===== config.mk =====
export PLATFORM = sky130hd
export DESIGN_NAME = vid_err_flag
export DESIGN_NICKNAME = d
export VERILOG_FILES = /design/src/rtl/vid_err_pkg.sv /design/src/rtl/err_mask_reg.sv /design/src/rtl/err_sticky_bank.sv /design/src/rtl/sav_strobe.sv /design/src/rtl/vid_err_flag.sv
export SDC_FILE = /design/constraint.sdc
export NUM_CORES = 1
export LEC_CHECK = 0
export ABC_AREA = 0
export BUFFER_PORTS_ARGS = -buffer_cell sky130_fd_sc_hd__clkbuf_2
export CORE_MARGIN = 1
export CORE_UTILIZATION = 39
export DETAILED_ROUTE_END_ITERATION = 12
export PLACE_DENSITY_LB_ADDON = 0.3
export SLEW_MARGIN = 15
export SYNTH_ARGS = -nofsm -noshare
export SYNTH_HDL_FRONTEND = slang
export SYNTH_SLANG_ARGS = --single-unit
export TNS_END_PERCENT = 30

===== constraint.sdc =====
create_clock -name clk -period 1.02 [get_ports clk]
set_input_delay 0.306 -clock clk [delete_from_list [all_inputs] [get_ports clk]]
set_output_delay 0.306 -clock clk [all_outputs]
set_load 0.03 [all_outputs]

===== src/rtl/vid_err_pkg.sv =====
package vid_err_pkg;

    // Causes that empty the sticky status word at the next edge.
    typedef struct packed {
        logic frame;
        logic read;
    } clr_req_t;

    function automatic logic any_clear(input clr_req_t c);
        return c.frame | c.read;
    endfunction

endpackage


===== src/rtl/err_mask_reg.sv =====
module err_mask_reg #(
    parameter int NUM_ERR = 8
) (
    input  logic               clk,
    input  logic               rst,
    input  logic               wr_en,
    input  logic [NUM_ERR-1:0] wdata,
    output logic [NUM_ERR-1:0] mask
);
    typedef struct packed {
        logic [NUM_ERR-1:0] bits;
    } mask_state_t;

    mask_state_t st_d, st_q;

    always_comb begin
        st_d = st_q;
        if (wr_en) begin
            st_d.bits = wdata;
        end
        if (rst) begin
            st_d.bits = '1;
        end
    end

    always_ff @(posedge clk) begin
        st_q <= st_d;
    end

    assign mask = st_q.bits;
endmodule


===== src/rtl/err_sticky_bank.sv =====
module err_sticky_bank
    import vid_err_pkg::*;
#(
    parameter int NUM_ERR = 8
) (
    input  logic               clk,
    input  logic               rst,
    input  clr_req_t           clr,
    input  logic [NUM_ERR-1:0] err_in,
    input  logic [NUM_ERR-1:0] mask,
    output logic [NUM_ERR-1:0] sticky
);
    typedef struct packed {
        logic [NUM_ERR-1:0] bits;
    } bank_state_t;

    bank_state_t        st_d, st_q;
    logic [NUM_ERR-1:0] bit_next;
    logic               wipe;

    assign wipe = any_clear(clr);

    // Per-source next value: a monitored pulse sets, a clear empties,
    // and a set in the same cycle as a clear prevails.
    for (genvar i = 0; i < NUM_ERR; i++) begin : g_bit
        logic hold;
        logic set;
        assign hold        = st_q.bits[i] & ~wipe;
        assign set         = err_in[i] & mask[i];
        assign bit_next[i] = hold | set;
    end

    always_comb begin
        st_d      = st_q;
        st_d.bits = bit_next;
        if (rst) begin
            st_d.bits = '0;
        end
    end

    always_ff @(posedge clk) begin
        st_q <= st_d;
    end

    assign sticky = st_q.bits;
endmodule


===== src/rtl/sav_strobe.sv =====
module sav_strobe (
    input  logic clk,
    input  logic rst,
    input  logic sav,
    output logic strobe_n
);
    typedef struct packed {
        logic ld_n;
    } strobe_state_t;

    strobe_state_t st_d, st_q;

    always_comb begin
        st_d      = st_q;
        st_d.ld_n = ~sav;
        if (rst) begin
            st_d.ld_n = 1'b1;
        end
    end

    always_ff @(posedge clk) begin
        st_q <= st_d;
    end

    assign strobe_n = st_q.ld_n;
endmodule


===== src/rtl/vid_err_flag.sv =====
module vid_err_flag
    import vid_err_pkg::*;
#(
    parameter int NUM_ERR = 8
) (
    input  logic               clk,
    input  logic               rst,
    input  logic [NUM_ERR-1:0] err_pulse,
    input  logic               frame_start,
    input  logic               sav_det,
    input  logic               stat_rd,
    input  logic               mask_wr,
    input  logic [NUM_ERR-1:0] mask_wdata,
    output logic [NUM_ERR-1:0] stat_word,
    output logic               err_n,
    output logic               fifo_ld_n
);
    logic [NUM_ERR-1:0] mask_q;
    logic [NUM_ERR-1:0] sticky_q;
    logic [NUM_ERR-1:0] watched;
    clr_req_t           clr;

    always_comb begin
        clr.frame = frame_start;
        clr.read  = stat_rd;
    end

    err_mask_reg #(.NUM_ERR(NUM_ERR)) u_mask (
        .clk   (clk),
        .rst   (rst),
        .wr_en (mask_wr),
        .wdata (mask_wdata),
        .mask  (mask_q)
    );

    err_sticky_bank #(.NUM_ERR(NUM_ERR)) u_bank (
        .clk    (clk),
        .rst    (rst),
        .clr    (clr),
        .err_in (err_pulse),
        .mask   (mask_q),
        .sticky (sticky_q)
    );

    sav_strobe u_sav (
        .clk      (clk),
        .rst      (rst),
        .sav      (sav_det),
        .strobe_n (fifo_ld_n)
    );

    assign watched   = sticky_q & mask_q;
    assign err_n     = ~(|watched);
    assign stat_word = sticky_q;
endmodule


==> results.ini <==
[grt]
grt_antenna_before_repair = 0
grt_usage_pct = 21.66
grt_overflow_total = 0
grt_pass1_vias = 666
grt_pass1_wl_um = 2946
grt_max_degree = 17

[power_and_ir_drop]
vdd_ir_drop_max_v = 0.001108
powerDensity_nw_per_um2 = 1283
power_mw = 1.516
p_leak_nw = 0.5276

[synthesis]
synth_seq_area_share_pct = 50.46
yosys-top-cells-area = dfxtp_1 (50%), or3b_1 (10%), a211o_2 (8.9%)
synth_edf_count = 0
yosys_warnings = 0
synthArstFlopShare_pct = 0
synth_ff_type = dfxtp_1
yosys.area.top_type = dfxtp_1
ys_types = 12
syn_nets = 88
yosysTopAreaCellShare_pct = 50.46
yosys-top-cells-count = dfxtp_1 (17), a21oi_1 (8), nand2_1 (8), nor2b_1 (8), or3b_1 (8)
syn_area_per_cell_um2 = 10.22
ys_ff_latch = 17
yosysMostFrequentCell = dfxtp_1
synthCells = 66
synth_area_um2 = 674.4

[placed_design]
io_buffers = 31
post-place-cells = 127
dp_hpwl_um = 1257
placed_cell_area_um2 = 978.4
routabilityCongestion = 0.7351

[worst_setup_path]
crit_buf_inv = 1
max_stage_delay_ns = 0.33
end_kind = output port
start_kind = flip-flop
arrival_ns = 1.16
cp_data_required_time_ns = 0.71
crit_chain = a22oi_2 -> and4_4 -> buf_8
critical_path.top_delay_family = flip-flops
path_class = flip-flop to output port
path_max_fanout = 2
r2r_slack_ns = -0.05
cp_slowest_cell = dfxtp_2

[outcome]
status = finished with violations
violations = DRC, setup timing

[die]
dieArea_um2 = 1900
die_w_um = 43.59
die_y_um = 43.59
core_um2 = 1559
initial_core_util_pct = 43.26
pin_count = 32
num_rows = 14

[sta]
tightest_slew_ns = 0.2838
finalCritPeriodShare_pct = 144.2
finalSetupViolCount = 12
fmax_ghz = 0.6800
tns_ns = -1.811
fin_worst_skew_ns = 0.004931
worst_slack_ns = -0.4507
slew_viol_final = 0
slew_headroom_pct = 81.08
finalCriticalPeriod_ns = 1.471
hold_viol = 0
rsz0062_at_grt = true

[clock_tree]
cts_tree = yes
clock_path_buffers = 2
cts_sinks = 17
root_buffer = clkbuf_4
clkTransAtPathRegs_ns = 0.10
cts_hold_buf = 0
cts_buffers = 3
cts_max_level = 1
insertion_delay_ns = 0.28

[worst_hold_path]
hold_class = input pin to flip-flop

[routing]
wl_um = 1910
drt-vias-per-instance = 5.212
dr_total_vias = 688
drc_errors = 1
firstDrtPassIters = 8
drtIter0Drc = 13
ant_nets = 0
wl_per_cell_um = 14.47

[layout]
layout-drive-gt1-share_pct = 68.10
nets = 139
diodes = 0
utilization_pct = 75.76
fillers = 105
final_cells = 132
syn2layout_area_growth_pct = 75.14
fin_area_um2 = 1181

[run]
maxCapViolations = 0

## cell usage in the layout, fill, tap and decap left out
cell and count:
a21oi_2 3, dfxtp_4 4, a211o_1 2, or3b_4 1
dfxtp_2 8, clkbuf_4 3, clkbuf_1 1, or3b_1 7
a21oi_1 5, buf_8 10, a22oi_2 4, buf_4 10
and4_4 1, nand2_1 8, dfxtp_1 5, buf_6 8
a211o_2 6, nand2b_1 1, nor2b_1 8, clkbuf_2 21
## report_power, final
group	internal, mW	total [mW]	switching (mW)
logic	0.239	0.414	0.175
clock network	0.152	0.352	0.200
registers	0.711	0.750	0.0393
total	1.10	1.52	0.414
## worst paths after layout
kind / startpoint / to / cells past startpoint
min: sav_det / u_sav.strobe_n$_SDFF_PP1_ / 2
max: u_mask.mask[4]$_SDFFE_PP1P_ / err_n / 3
min reg2reg: u_mask.mask[3]$_SDFFE_PP1P_ / u_bank.sticky[3]$_SDFF_PP0_ / 3
max reg2reg: u_bank.sticky[5]$_SDFF_PP0_ / u_bank.sticky[5]$_SDFF_PP0_ / 3
## routing by layer
layer  share of wire [%]  track usage [%]  up-vias
met1                  43            27.86      308
li1                    -                -      341
met5                   0                0        -
met4                 2.9            13.75        0
met2                  48            32.84       31
met3                 6.5            4.583        8
## logic make-up (layout without fill, tap and decap cells)
kind of cell    after synthesis  count (layout)  share of synthesized area [%]
compound gates               20              20                          21.89
buf+inv                       3              53                          3.154
flops                        17              17                          50.46
simple gates                 26              26                          24.49
## state kept, by name (all words and copies together) (netlist names)
| signal | flops |
|---|---|
| u_sav.strobe_n | 1 |
| u_bank.sticky | 8 |
| u_mask.mask | 8 |
## per-stage QoR
| stage | hold slack (ns) | setup WS [ns] |
|---|---|---|
| after floorplan | 0.3793 | -0.1089 |
| after global placement | 0.4692 | -0.2187 |
| after detailed placement | 0.4726 | -0.2317 |
| after CTS | 0.1714 | -0.4760 |
| after global routing | 0.1612 | -0.4894 |
| final | 0.1732 | -0.4507 |
## area by class of cell
type	count	area, µm²	area share (%)
multi-input cells	46	349.1	29.56
repair buffers	49	420.4	35.59
clock buffers	4	26.28	2.225
flip-flops and latches	17	365.4	30.93
well taps	16	20.02	1.695
## what timing repair did
item / 4_1_cts / 5_1_grt
resized for setup: 34 / 17
gates cloned: 0 / 0
pin swaps: 2 / 2
endpoints found under the setup margin: 10 / 15
setup buffers: 1 / 1
(Power assumes the default switching activity.)
